**config.mk**
```make
export PLATFORM = sky130hd
export DESIGN_NAME = halt_rc_ctrl
export DESIGN_NICKNAME = d
export VERILOG_FILES = /design/src/rtl/halt_rc_pkg.sv /design/src/rtl/halt_rc_wake_sync.sv /design/src/rtl/halt_rc_fsm.sv /design/src/rtl/halt_rc_flags.sv /design/src/rtl/halt_rc_ctrl.sv
export SDC_FILE = /design/constraint.sdc
export NUM_CORES = 1
export LEC_CHECK = 0
export BUFFER_PORTS_ARGS = -buffer_cell sky130_fd_sc_hd__buf_4
export CORE_MARGIN = 5
export CORE_UTILIZATION = 40
export DETAILED_ROUTE_END_ITERATION = 7
export GPL_TIMING_DRIVEN = 1
export SLEW_MARGIN = 20
export SYNTH_ARGS = -nofsm -noshare
export SYNTH_HDL_FRONTEND = slang
export SYNTH_SLANG_ARGS = --single-unit
```
**constraint.sdc**
```tcl
create_clock -name clk -period 1.05 [get_ports clk]
set_input_delay 0.1575 -clock clk [delete_from_list [all_inputs] [get_ports clk]]
set_output_delay 0.1575 -clock clk [all_outputs]
set_load 0.1 [all_outputs]
```
**src/rtl/halt_rc_pkg.sv**
```systemverilog
package halt_rc_pkg;

  typedef enum logic {
    ST_RUN  = 1'b0,
    ST_HALT = 1'b1
  } pm_state_e;

  typedef struct packed {
    logic pdf;
    logic tof;
  } cause_t;

  // Next reset-cause value; the arguments are already priority-resolved events.
  function automatic cause_t cause_next(input cause_t cur, input logic ev_ext,
                                        input logic ev_to, input logic ev_halt,
                                        input logic ev_clr);
    cause_t n;
    n = cur;
    if (ev_ext) begin
      n = '0;
    end else if (ev_to) begin
      n.tof = 1'b1;
    end else if (ev_halt) begin
      n.pdf = 1'b1;
      n.tof = 1'b0;
    end else if (ev_clr) begin
      n.pdf = 1'b0;
    end
    return n;
  endfunction

endpackage

```
**src/rtl/halt_rc_wake_sync.sv**
```systemverilog
module halt_rc_wake_sync #(
  parameter int W = 8
) (
  input  logic         clk,
  input  logic         por_n,
  input  logic [W-1:0] pin,
  output logic         fall
);
  logic [W-1:0] fall_bits;

  genvar i;
  generate
    for (i = 0; i < W; i++) begin : g_bit
      logic s1, s2, s_prev;
      always_ff @(posedge clk or negedge por_n) begin
        if (!por_n) begin
          s1     <= 1'b0;
          s2     <= 1'b0;
          s_prev <= 1'b0;
        end else begin
          s1     <= pin[i];
          s2     <= s1;
          s_prev <= s2;
        end
      end
      assign fall_bits[i] = s_prev & ~s2;
    end
  endgenerate

  assign fall = |fall_bits;
endmodule

```
**src/rtl/halt_rc_fsm.sv**
```systemverilog
module halt_rc_fsm
  import halt_rc_pkg::*;
(
  input  logic clk,
  input  logic por_n,
  input  logic halt_cmd,
  input  logic wdt_clr_cmd,
  input  logic ext_rst,
  input  logic irq,
  input  logic port_fall,
  input  logic wdt_ovf,
  output logic halted,
  output logic ev_ext,
  output logic ev_to,
  output logic ev_halt,
  output logic ev_clr,
  output logic full_rst,
  output logic warm_rst,
  output logic wdt_clr
);
  pm_state_e state_q, state_d;
  logic      run;
  logic      ev_full, ev_warm, ev_wake;

  assign run     = (state_q == ST_RUN);
  assign ev_ext  = ext_rst;
  assign ev_to   = wdt_ovf & ~ext_rst;
  assign ev_full = ev_ext | (run & ev_to);
  assign ev_warm = ~run & ev_to;
  assign ev_halt = run & ~ext_rst & ~wdt_ovf & halt_cmd;
  assign ev_clr  = run & ~ext_rst & ~wdt_ovf & ~halt_cmd & wdt_clr_cmd;
  assign ev_wake = ~run & ~ext_rst & ~wdt_ovf & (irq | port_fall);

  always_comb begin
    state_d = state_q;
    if (ev_ext || ev_warm || ev_wake) state_d = ST_RUN;
    else if (ev_halt)                 state_d = ST_HALT;
  end

  always_ff @(posedge clk or negedge por_n) begin
    if (!por_n) begin
      state_q  <= ST_RUN;
      full_rst <= 1'b0;
      warm_rst <= 1'b0;
      wdt_clr  <= 1'b0;
    end else begin
      state_q  <= state_d;
      full_rst <= ev_full;
      warm_rst <= ev_warm;
      wdt_clr  <= ev_halt | ev_clr;
    end
  end

  assign halted = (state_q == ST_HALT);
endmodule

```
**src/rtl/halt_rc_flags.sv**
```systemverilog
module halt_rc_flags
  import halt_rc_pkg::*;
(
  input  logic clk,
  input  logic por_n,
  input  logic ev_ext,
  input  logic ev_to,
  input  logic ev_halt,
  input  logic ev_clr,
  output logic pdf,
  output logic tof
);
  cause_t cause_q;

  always_ff @(posedge clk or negedge por_n) begin
    if (!por_n) cause_q <= '0;
    else        cause_q <= cause_next(cause_q, ev_ext, ev_to, ev_halt, ev_clr);
  end

  assign pdf = cause_q.pdf;
  assign tof = cause_q.tof;
endmodule

```
**src/rtl/halt_rc_ctrl.sv**
```systemverilog
module halt_rc_ctrl #(
  parameter int PORT_W = 8
) (
  input  logic              clk,
  input  logic              por_n,
  input  logic              halt_cmd,
  input  logic              wdt_clr_cmd,
  input  logic              ext_rst,
  input  logic              irq,
  input  logic [PORT_W-1:0] port_in,
  input  logic              wdt_ovf,
  output logic              clk_en,
  output logic              halted,
  output logic              full_rst,
  output logic              warm_rst,
  output logic              wdt_clr,
  output logic              pdf,
  output logic              tof
);
  // Internal events, named for the checker
  logic port_fall;
  logic ev_ext, ev_to, ev_halt, ev_clr;

  halt_rc_wake_sync #(.W(PORT_W)) u_sync (
    .clk  (clk),
    .por_n(por_n),
    .pin  (port_in),
    .fall (port_fall)
  );

  halt_rc_fsm u_fsm (
    .clk        (clk),
    .por_n      (por_n),
    .halt_cmd   (halt_cmd),
    .wdt_clr_cmd(wdt_clr_cmd),
    .ext_rst    (ext_rst),
    .irq        (irq),
    .port_fall  (port_fall),
    .wdt_ovf    (wdt_ovf),
    .halted     (halted),
    .ev_ext     (ev_ext),
    .ev_to      (ev_to),
    .ev_halt    (ev_halt),
    .ev_clr     (ev_clr),
    .full_rst   (full_rst),
    .warm_rst   (warm_rst),
    .wdt_clr    (wdt_clr)
  );

  halt_rc_flags u_flags (
    .clk    (clk),
    .por_n  (por_n),
    .ev_ext (ev_ext),
    .ev_to  (ev_to),
    .ev_halt(ev_halt),
    .ev_clr (ev_clr),
    .pdf    (pdf),
    .tof    (tof)
  );

  assign clk_en = ~halted;
endmodule

```
==> impl_metrics.tcl <==
set metrics [dict create \
    run_status "finished, violations left" \
    violated_checks "negative setup slack" \
    dpl-instance-area_um2 1120 \
    setup_skew_after_layout_ps 4.53 \
    finalPower_mw 2.22 \
    area_delta_synth_final_pct 54.5 \
    floorplan.die.width_um 57.6 \
    synthesis.instances 58 \
    gr-usage-all-layers 0.112 \
    dpl_worst_slack_ps -30.3 \
    asyncSetResetFlopFracSynth 1.00 \
    tmin_final_ps 1240 \
    max_freq_ghz 0.806 \
    grt_antenna_before_repair 0 \
    coreArea_um2 2190 \
    gp_congestion 0.736 \
    cts-buffers-inserted 5 \
    initialDrtViolationCount 2 \
    critical_path_required_ps 890 \
    clock_tree_from_tritoncts "built" \
    share_of_the_synthesized_area_in_compound_gates_ao_oa_aoi_oai 0.0733 \
    drtAntennaViolNets 0 \
    grt_remaining_overflow 0 \
    ios 22 \
    synth.net_count 73 \
    design.die.area_um2 3310 \
    grt_setup_unrepaired "true" \
    cts_max_level 2 \
    drv.max_cap_violation_count 0 \
    syn_avg_cell_area_um2 15.6 \
    synth_top_family_by_area "compound AO/OA/AOI/OAI gates" \
    worstSetupStartpointType "register" \
    cts.path.max_buffers 2 \
    yosysWarnings 0 \
    prevailing_post_synth_register_cell "dfrtp_1" \
    ys_types 16 \
    synthMuxAreaShare 0 \
    buffer_ports.inserted 21 \
    height_of_the_chip_um 57.6 \
    final.period_utilization 1.18 \
    min-delay-path-class "in2reg" \
    num-fill-cells 155 \
    worst-endpoint-arrival_ps 1080 \
    drt-total-wl_um 1610 \
    drc_errors 0 \
    tritoncts_num_sinks 30 \
    slew_viol_final 0 \
    ys_seq_area_frac 0.830 \
    grt_first_pass_wirelength_um 2700 \
    finalHoldViolCount 0 \
    first_global_vias 641 \
    worstSkewPairLatency_ps 310 \
    setup.worst_path.end_class "output pin" \
    post-route-util 0.638 \
    n_antenna_cell 0 \
    cts_root_buf "clkbuf_4" \
    final_nets 114 \
    yosys.area_share.simple 0.0636 \
    synth-adder-area-share 0 \
    synth_xor_area_frac 0 \
    p_leak_nw 0.657 \
    netlist_area_before_placement_um2 905 \
    avgViaCountPerCell 4.37 \
    grt_start_max_net_pins 31 \
    critPathMaxFanout 3 \
    routedWlPerCell_um 12.6 \
    detail_route.first_pass.iterations 3 \
    cts.reportedPaths.clkPinSlew_ps 80 \
    dpl.hpwl_um 932 \
    worstSetupPathType "reg2out" \
    synth-seq-cells 30 \
    synth_edf_count 0 \
    p_per_area_nw_per_um2 1590 \
    rows 17 \
    postLayoutSetupSlackWorst_ps -191 \
    worst_slew_margin 0.761 \
    initial_core_util 0.413 \
    vdd.ir_drop.worst_v 0.00108 \
    max_slew.worst_pin.slew_ps 358 \
    vias 559 \
    design_area_um2 1400 \
    final_layout_size_suffix_gt1_frac 0.420 \
    setup_viol_count_final 8 \
]
[critical path, cell delays in order, from the launching register on]
cell	delay, ps
dfrtp_4	540
inv_12	70
buf_12	160
[flip-flops by register name, summed over array words and instances (netlist names)]
register             flops
u_sync.g_bit.s1          8
u_fsm.wdt_clr            1
u_flags.tof              1
u_fsm.halted             1
u_fsm.warm_rst           1
u_fsm.full_rst           1
u_sync.g_bit.s_prev      8
u_sync.g_bit.s2          8
u_flags.pdf              1
[timing repair]
| item | in CTS | in global routing |
|---|---|---|
| endpoints found under the setup margin | 8 | 11 |
| hold buffers | 9 | 0 |
| gates resized for setup | 12 | 13 |
| setup buffers | 2 | 1 |
| pin swaps | 0 | 5 |
| hold endpoints to repair | 38 | 0 |
[cell type report]
| type | count | area [um^2] | area share |
|---|---|---|---|
| clock inverter | 1 | 5.00 | 0.00358 |
| inverter | 8 | 42.5 | 0.0304 |
| sequential | 30 | 757 | 0.542 |
| timing repair buffer | 34 | 362 | 0.259 |
| tap | 28 | 35.0 | 0.0251 |
| multi-input combinational | 20 | 141 | 0.101 |
| clock buffer | 7 | 55.1 | 0.0394 |
[logic make-up after synthesis]
group / count (synthesis)
buffers and inverters: 8
AOI/OAI and AO/OA: 9
and+or+nand+nor: 11
DFF: 30
[metal layers]
layer  track usage  vias up  routed length [um]
met3        0.0588        3                 127
met2         0.194       24                 891
met4        0.0497        0                  10
met5             0        -                   0
li1              -      270                   -
met1         0.111      262                 580
[per-stage QoR]
stage / cells / hold slack (ps) / TNS, ps
after global routing: 128 / 41.4 / -1080
after global placement: 108 / 94.4 / 0
after detailed placement: 108 / 95.4 / -30.3
after CTS: 127 / 38.7 / -792
after floorplan: 58 / -138 / -552
final: 128 / 52.0 / -632
[final timing paths]
path	endpoint	cells after the start	slack (ps)	from
min in group asynchronous	u_sync.g_bit[4].s_prev$_DFF_PN0_	2	290	por_n
max reg2reg	u_fsm.halted$_DFFE_PN0P_	5	-160	u_fsm.halted$_DFFE_PN0P_
max in group asynchronous	u_fsm.halted$_DFFE_PN0P_	2	460	por_n
max	clk_en	2	-190	u_fsm.halted$_DFFE_PN0P_
min	u_flags.tof$_DFFE_PN0P_	2	50	ext_rst
min reg2reg	u_sync.g_bit[0].s2$_DFF_PN0_	0	350	u_sync.g_bit[0].s1$_DFF_PN0_
[report_power, final]
| group | leakage (nW) | total [mW] | internal [mW] | switching (mW) |
|---|---|---|---|---|
| combinational | 0.270 | 0.305 | 0.134 | 0.172 |
| clock | 0.0353 | 0.671 | 0.324 | 0.347 |
| sequential | 0.352 | 1.25 | 1.21 | 0.0310 |
| total | 0.657 | 2.22 | 1.67 | 0.550 |
[Yosys cell counts (all sizes together) (2+ instances only)]
library cell | n | area share
inv | 8 | 0.033
o22ai | 3 | 0.028
nand2 | 4 | 0.017
nor2 | 3 | 0.012
dfrtp | 30 | 0.83
a21oi | 2 | 0.011
[cell usage in the layout (no fill, tap or decap), drive strengths merged]
cell | Yosys | final
buf | 0 | 25
clkbuf | 0 | 7
nor2b | 1 | 1
a21oi | 2 | 2
nor3b | 1 | 1
o22ai | 3 | 3
o2bb2ai | 1 | 1
inv | 8 | 8
nor2 | 3 | 3
a211o | 1 | 1
a21o | 1 | 1
nor4 | 1 | 1
dfrtp | 30 | 30
nand2 | 4 | 4
o21ai | 1 | 1
nor3 | 1 | 1
dlygate4sd3 | 0 | 9
clkinv | 0 | 1
Note: power is estimated with default switching activity, not from simulation.
